==> config.mk <==
export PLATFORM = sky130hd
export DESIGN_NAME = i2c_fifo_events
export DESIGN_NICKNAME = d
export VERILOG_FILES = /design/src/rtl/i2c_fifo_pkg.sv /design/src/rtl/byte_fifo.sv /design/src/rtl/xfer_counter.sv /design/src/rtl/edge_pulse.sv /design/src/rtl/i2c_fifo_events.sv
export SDC_FILE = /design/constraint.sdc
export NUM_CORES = 1
export LEC_CHECK = 0
export BUFFER_PORTS_ARGS = -buffer_cell sky130_fd_sc_hd__buf_2
export CAP_MARGIN = 20
export CORE_MARGIN = 4
export CORE_UTILIZATION = 45
export DETAILED_ROUTE_END_ITERATION = 12
export SLEW_MARGIN = 5
export SYNTH_ARGS = -nofsm -noshare
export SYNTH_HDL_FRONTEND = slang
export SYNTH_HIERARCHICAL = 1
export SYNTH_SLANG_ARGS = --single-unit
==> constraint.sdc <==
create_clock -name clk -period 5.9 [get_ports clk]
set_input_delay 1.18 -clock clk [delete_from_list [all_inputs] [get_ports clk]]
set_output_delay 1.18 -clock clk [all_outputs]
set_load 0.005 [all_outputs]
==> src/rtl/i2c_fifo_pkg.sv <==
package i2c_fifo_pkg;
  localparam int CNT_W   = 16;
  localparam int FIELD_W = 6;
  localparam int THR_W   = FIELD_W + 1;

  localparam int EV_TXR = 0;
  localparam int EV_TXD = 1;
  localparam int EV_RXR = 2;
  localparam int EV_RXD = 3;
  localparam int EV_N   = 4;

  // threshold stored as value minus one
  function automatic logic [THR_W-1:0] thr_of(input logic [FIELD_W-1:0] f);
    return {1'b0, f} + THR_W'(1);
  endfunction

  // bytes the processor still has to queue: remaining minus queued, floor 0
  function automatic logic [CNT_W-1:0] owed_of(input logic [CNT_W-1:0] rem,
                                               input logic [CNT_W-1:0] lvl);
    return (rem > lvl) ? rem - lvl : '0;
  endfunction
endpackage

==> src/rtl/byte_fifo.sv <==
module byte_fifo #(
  parameter int DEPTH = 16,
  localparam int PW = $clog2(DEPTH),
  localparam int LW = $clog2(DEPTH + 1)
) (
  input  logic          clk,
  input  logic          rst_n,
  input  logic          clr,
  input  logic          push,
  input  logic [7:0]    din,
  input  logic          pop,
  output logic [7:0]    dout,
  output logic [LW-1:0] level,
  output logic          empty,
  output logic          full
);
  logic [7:0]    mem [DEPTH];
  logic [PW-1:0] wr_ptr, rd_ptr;
  logic          do_push, do_pop;

  assign empty   = (level == '0);
  assign full    = (level == LW'(DEPTH));
  assign do_pop  = pop && !empty;
  assign do_push = push && (!full || do_pop);
  assign dout    = mem[rd_ptr];

  always_ff @(posedge clk) begin
    if (do_push && !clr) mem[wr_ptr] <= din;
  end

  always_ff @(posedge clk or negedge rst_n) begin
    if (!rst_n) begin
      wr_ptr <= '0;
      rd_ptr <= '0;
      level  <= '0;
    end else if (clr) begin
      wr_ptr <= '0;
      rd_ptr <= '0;
      level  <= '0;
    end else begin
      if (do_push) wr_ptr <= wr_ptr + PW'(1);
      if (do_pop)  rd_ptr <= rd_ptr + PW'(1);
      case ({do_push, do_pop})
        2'b10:   level <= level + LW'(1);
        2'b01:   level <= level - LW'(1);
        default: level <= level;
      endcase
    end
  end

  AST_LEVEL_BOUND: assert property (@(posedge clk) disable iff (!rst_n)
    level <= LW'(DEPTH));
  AST_FULL_DROP: assert property (@(posedge clk) disable iff (!rst_n)
    (full && push && !pop && !clr) |=> level == LW'(DEPTH));
endmodule

==> src/rtl/xfer_counter.sv <==
module xfer_counter
  import i2c_fifo_pkg::*;
(
  input  logic             clk,
  input  logic             rst_n,
  input  logic             load,
  input  logic [CNT_W-1:0] load_val,
  input  logic             dec,
  output logic [CNT_W-1:0] rem,
  output logic             armed
);
  always_ff @(posedge clk or negedge rst_n) begin
    if (!rst_n) begin
      rem   <= '0;
      armed <= 1'b0;
    end else if (load) begin
      rem   <= load_val;
      armed <= 1'b1;
    end else if (dec && rem != '0) begin
      rem <= rem - CNT_W'(1);
    end
  end

  AST_CNT_LOAD: assert property (@(posedge clk) disable iff (!rst_n)
    load |=> rem == $past(load_val));
  AST_CNT_FLOOR: assert property (@(posedge clk) disable iff (!rst_n)
    (rem == '0 && !load) |=> rem == '0);
endmodule

==> src/rtl/edge_pulse.sv <==
module edge_pulse (
  input  logic clk,
  input  logic rst_n,
  input  logic cond,
  output logic pulse
);
  logic cond_q;

  always_ff @(posedge clk or negedge rst_n) begin
    if (!rst_n) cond_q <= 1'b0;
    else        cond_q <= cond;
  end

  assign pulse = cond && !cond_q;

  AST_PULSE_ONE: assert property (@(posedge clk) disable iff (!rst_n)
    pulse |=> !pulse);
endmodule

==> src/rtl/i2c_fifo_events.sv <==
module i2c_fifo_events
  import i2c_fifo_pkg::*;
#(
  parameter int DEPTH_CODE = 1,
  localparam int DEPTH = 8 << DEPTH_CODE,
  localparam int LW = $clog2(DEPTH + 1)
) (
  input  logic          clk,
  input  logic          rst_n,
  input  logic          cfg_wr,
  input  logic [15:0]   cfg_word,
  input  logic [15:0]   cnt_value,
  input  logic          xfer_start,
  input  logic          cpu_tx_push,
  input  logic [7:0]    cpu_tx_data,
  input  logic          cpu_rx_pop,
  output logic [7:0]    cpu_rx_data,
  output logic          rx_underflow,
  input  logic          eng_tx_pop,
  output logic [7:0]    eng_tx_data,
  input  logic          eng_rx_push,
  input  logic [7:0]    eng_rx_data,
  output logic [LW-1:0] tx_level,
  output logic [LW-1:0] rx_level,
  output logic          tx_ready_ev,
  output logic          tx_drain_ev,
  output logic          rx_ready_ev,
  output logic          rx_drain_ev,
  output logic [2:0]    depth_code
);
  localparam int TXCLR_BIT = 6;
  localparam int RXCLR_BIT = 14;

  logic [FIELD_W-1:0] tx_field, rx_field;
  logic [THR_W-1:0]   tx_thr, rx_thr;
  logic [CNT_W-1:0]   rem, tx_owed, tx_lvl_w, rx_lvl_w, tx_thr_w, rx_thr_w;
  logic               armed, tx_empty, rx_empty, tx_full, rx_full;
  logic               tx_clr, rx_clr, moved_byte;
  logic [7:0]         rx_head;
  logic [EV_N-1:0]    cond, ev;

  always_ff @(posedge clk or negedge rst_n) begin
    if (!rst_n) begin
      tx_field <= '0;
      rx_field <= '0;
    end else if (cfg_wr) begin
      tx_field <= cfg_word[5:0];
      rx_field <= cfg_word[13:8];
    end
  end

  assign tx_clr = cfg_wr && cfg_word[TXCLR_BIT];
  assign rx_clr = cfg_wr && cfg_word[RXCLR_BIT];

  byte_fifo #(.DEPTH(DEPTH)) u_txq (
    .clk(clk), .rst_n(rst_n), .clr(tx_clr),
    .push(cpu_tx_push), .din(cpu_tx_data),
    .pop(eng_tx_pop), .dout(eng_tx_data),
    .level(tx_level), .empty(tx_empty), .full(tx_full));

  byte_fifo #(.DEPTH(DEPTH)) u_rxq (
    .clk(clk), .rst_n(rst_n), .clr(rx_clr),
    .push(eng_rx_push), .din(eng_rx_data),
    .pop(cpu_rx_pop), .dout(rx_head),
    .level(rx_level), .empty(rx_empty), .full(rx_full));

  assign moved_byte = (eng_tx_pop && !tx_empty) || eng_rx_push;

  xfer_counter u_cnt (
    .clk(clk), .rst_n(rst_n), .load(xfer_start), .load_val(cnt_value),
    .dec(moved_byte), .rem(rem), .armed(armed));

  assign tx_thr   = thr_of(tx_field);
  assign rx_thr   = thr_of(rx_field);
  assign tx_thr_w = CNT_W'(tx_thr);
  assign rx_thr_w = CNT_W'(rx_thr);
  assign tx_lvl_w = CNT_W'(tx_level);
  assign rx_lvl_w = CNT_W'(rx_level);
  assign tx_owed  = owed_of(rem, tx_lvl_w);

  assign cond[EV_TXR] = (tx_lvl_w < tx_thr_w) && (tx_owed >= tx_thr_w);
  assign cond[EV_TXD] = (tx_lvl_w < tx_thr_w) && (tx_owed != '0) && (tx_owed < tx_thr_w);
  assign cond[EV_RXR] = (rx_lvl_w >= rx_thr_w);
  assign cond[EV_RXD] = armed && (rem == '0) && (rx_lvl_w != '0) && (rx_lvl_w < rx_thr_w);

  for (genvar g = 0; g < EV_N; g++) begin : g_ev
    edge_pulse u_pulse (.clk(clk), .rst_n(rst_n), .cond(cond[g]), .pulse(ev[g]));
  end

  assign tx_ready_ev  = ev[EV_TXR];
  assign tx_drain_ev  = ev[EV_TXD];
  assign rx_ready_ev  = ev[EV_RXR];
  assign rx_drain_ev  = ev[EV_RXD];
  assign rx_underflow = cpu_rx_pop && rx_empty;
  assign cpu_rx_data  = rx_empty ? 8'h00 : rx_head;
  assign depth_code   = 3'(DEPTH_CODE);

  AST_TXEV_EXCL: assert property (@(posedge clk) disable iff (!rst_n)
    !(tx_ready_ev && tx_drain_ev));
  AST_UNDERFLOW_ZERO: assert property (@(posedge clk) disable iff (!rst_n)
    rx_underflow |-> cpu_rx_data == 8'h00);
  AST_RXD_HAS_DATA: assert property (@(posedge clk) disable iff (!rst_n)
    rx_drain_ev |-> rx_level != '0);
  AST_RXR_AT_THR: assert property (@(posedge clk) disable iff (!rst_n)
    rx_ready_ev |-> CNT_W'(rx_level) >= rx_thr_w);
endmodule

==> metrics.csv <==
metric,value,unit
total number of vias,8214,
flip-flop and latch area,9170,µm²
register-to-register setup slack,2.32,ns
Layout area overhead,12.9,%
initial DRC count,711,
number of buffers added by the clock tree synthesis step,35,
io pins,90,
Post-route DRC,0,
number of antenna violations at the first check in global routing,1,
CP arrival,4.25,ns
TritonCTS clock tree,done,
result of the run,finished clean,
hold path startpoint,u_cnt/armed,
Critical Path End Type,primary output,
HPWL Detailed,20300,µm
number of nets at the end of the flow,1114,
average footprint of a synthesized cell,15.7,µm²
iteration count of the initial detailed-routing pass,5,
Hold Crit Class,reg -> reg,
DRT Wirelength,31100,µm
clock input transition at the sequential cells of the worst setup and hold paths,0.06,ns
highest signal layer in the routed design,met5,
Met3 Wirelength,1480,µm
Slowest Stage Delay on Critical Path,0.50,ns
FF-to-FF End,g_ev[1].u_pulse/cond_q,
setup_tns,0,ns
Fmax achieved,0.184,GHz
clock network latency to the later pin of the worst-skew pair,0.52,ns
number of warnings reported in the yosys synthesis log,6,
total congestion overflow after global routing,0,
Max rail drop VDD,0.000323,V
"Hold-fix buffers, CTS",0,
proportion of layout cells with a drive suffix above 1,0.231,
Vias per Instance,5.72,
Filler cells,2593,
met2 layer wire length in the routed design,14700,µm
worst-path fanout max,9,
vias in the first global route,8327,
Leakage,0.00581,µW
worst clock skew,0.0196,ns
RR Startpoint,u_txq/level[0],
routed length on met1,14400,µm
Finished Cell Area,16400,µm²
fraction of the cycle the final worst path needs,0.921,
total cell area at the placement stage,15300,µm²
Critical-path top delay cell,dfrtp_1,
Reg2Reg Depth,14,
DR WL/cell,21.7,µm
final worst path period need,5.43,ns
number of port buffers,84,
H-tree lvl count,2,
antenna-violating nets left,0,
overall global routing resource usage,0.178,
total power density per cell area,421,nW/µm²
wire length of the first global-routing pass,49100,µm
critical-path cell list,"ha_1, inv_1, fa_1, a211oi_2, o21bai_1, a21oi_4, nor2_1, ha_1, a21o_1, a21oi_1, nor3b_1, o2111ai_1, a211oi_2, o311a_1, nor2b_4, buf_2",
number of instances in the synthesized netlist,921,
Clock Sinks,315,
area taken by multi-input logic gates,5000,µm²
setup repair after global routing missed its margin,no,
number of antenna cells inserted,0,
critical path data required time,4.72,ns
Longest Clk Path Bufs,3,
routability congestion estimate,0.816,
Worst Tran Pin Value,1.19,ns
Die Outline Area,35200,µm²
initial core utilization,0.458,
cell area after synthesis,14500,µm²
Core Area,31600,µm²
worst hold path cell count,1,
type of the setup path with the least slack,reg -> out,
CP Launch Type,flop,
number of setup violations in the final report,0,
Maximum Capacitance Violations,0,
largest net degree at the start of global routing,41,
horizontal die dimension,187,µm
cell family with the largest share of critical-path delay,compound AO/OA/AOI/OAI gates,
Worst Path Buf+Inv,2,
Hold Path Sink,u_cnt/armed,
# Post-CTS Setup Buffers,0,
Die Height,187,µm
cell at the root of the clock tree,clkbuf_16,
number of cell rows,65,
Slew headroom,0.202,
count of final hold-check violations,0,
max-slew violation count,0,
-- placed cells by master, fill, tap and decap left out, drive strengths merged, types with 15 or more instances in the layout --
master,count
dfrtp,59
mux4,80
buf,94
edfxtp,256
a21oi,22
o21ai,15
inv,32
nand2,43
nand3,19
nor2b,18
clkbuf,41
ha,40
xnor2,18
nor2,104
-- metal layers --
| layer | up-vias | global-route usage |
|---|---|---|
| met5 | - | 0 |
| met4 | 2 | 0.0395 |
| met3 | 38 | 0.0291 |
| met2 | 196 | 0.278 |
| met1 | 4196 | 0.265 |
| li1 | 3782 | - |
-- how the worst max path moves through the flow --
stage | from | endpoint | slack (ns) | cells after the start
floorplan | u_txq/level[0] | tx_drain_ev | 1.39 | 15
global placement | u_txq/level[0] | tx_drain_ev | 0.82 | 16
global route | u_txq/level[0] | tx_drain_ev | 0.07 | 16
finish | u_txq/level[0] | tx_drain_ev | 0.47 | 16
CTS | u_txq/level[0] | tx_drain_ev | 0.21 | 16
detailed placement | u_txq/level[0] | tx_drain_ev | 0.79 | 16
-- power by group --
group	switching [µW]	internal (µW)	total, µW
Sequential	295	2590	2890
Clock	858	1190	2050
Combinational	951	1000	1950
-- flip-flops by register name, indices dropped and copies added (netlist names) --
| signal | flops |
|---|---|
| u_rxq/rd_ptr | 4 |
| u_txq/wr_ptr | 4 |
| g_ev.u_pulse/cond_q | 4 |
| u_cnt/rem | 16 |
| u_txq/level | 5 |
| u_cnt/armed | 1 |
| u_rxq/wr_ptr | 4 |
| u_txq/mem | 128 |
| u_rxq/mem | 128 |
| u_rxq/level | 5 |
| u_txq/rd_ptr | 4 |
| rx_field | 6 |
| tx_field | 6 |
-- worst reg2reg max path, delay by kind of cell (launching register included) --
| family | cells | cell delay [ns] |
|---|---|---|
| compound gates | 8 | 1.72 |
| simple gates | 2 | 0.29 |
| buf+inv | 1 | 0.05 |
| flops | 1 | 0.50 |
| fa+ha+maj | 3 | 0.93 |
-- what timing repair did --
action,in CTS,in global routing
resized for setup,0,2
hold endpoints to repair,0,0
endpoints found under the setup margin,0,1
-- final cells by class --
| class | instances | share of cell area |
|---|---|---|
| inverters | 31 | 0.00711 |
| multi-input cells | 538 | 0.306 |
| repair buffers | 94 | 0.0310 |
| clock inverters | 14 | 0.00964 |
| flip-flops and latches | 315 | 0.560 |
| well taps | 402 | 0.0307 |
| clock buffers | 41 | 0.0555 |
-- stage by stage --
stage	setup slack (ns)	power (µW)	util	std cells	hold slack, ns
final	0.469	6890	0.517	1435	0.471
after global routing	0.0659	7290	0.517	1435	0.480
after CTS	0.206	6960	0.516	1433	0.475
after detailed placement	0.791	4900	0.482	1378	0.462
after global placement	0.823	4870	0.482	1377	0.455
after floorplan	1.39	4320	-	922	0.437
Power figures use the tool's default switching activity.
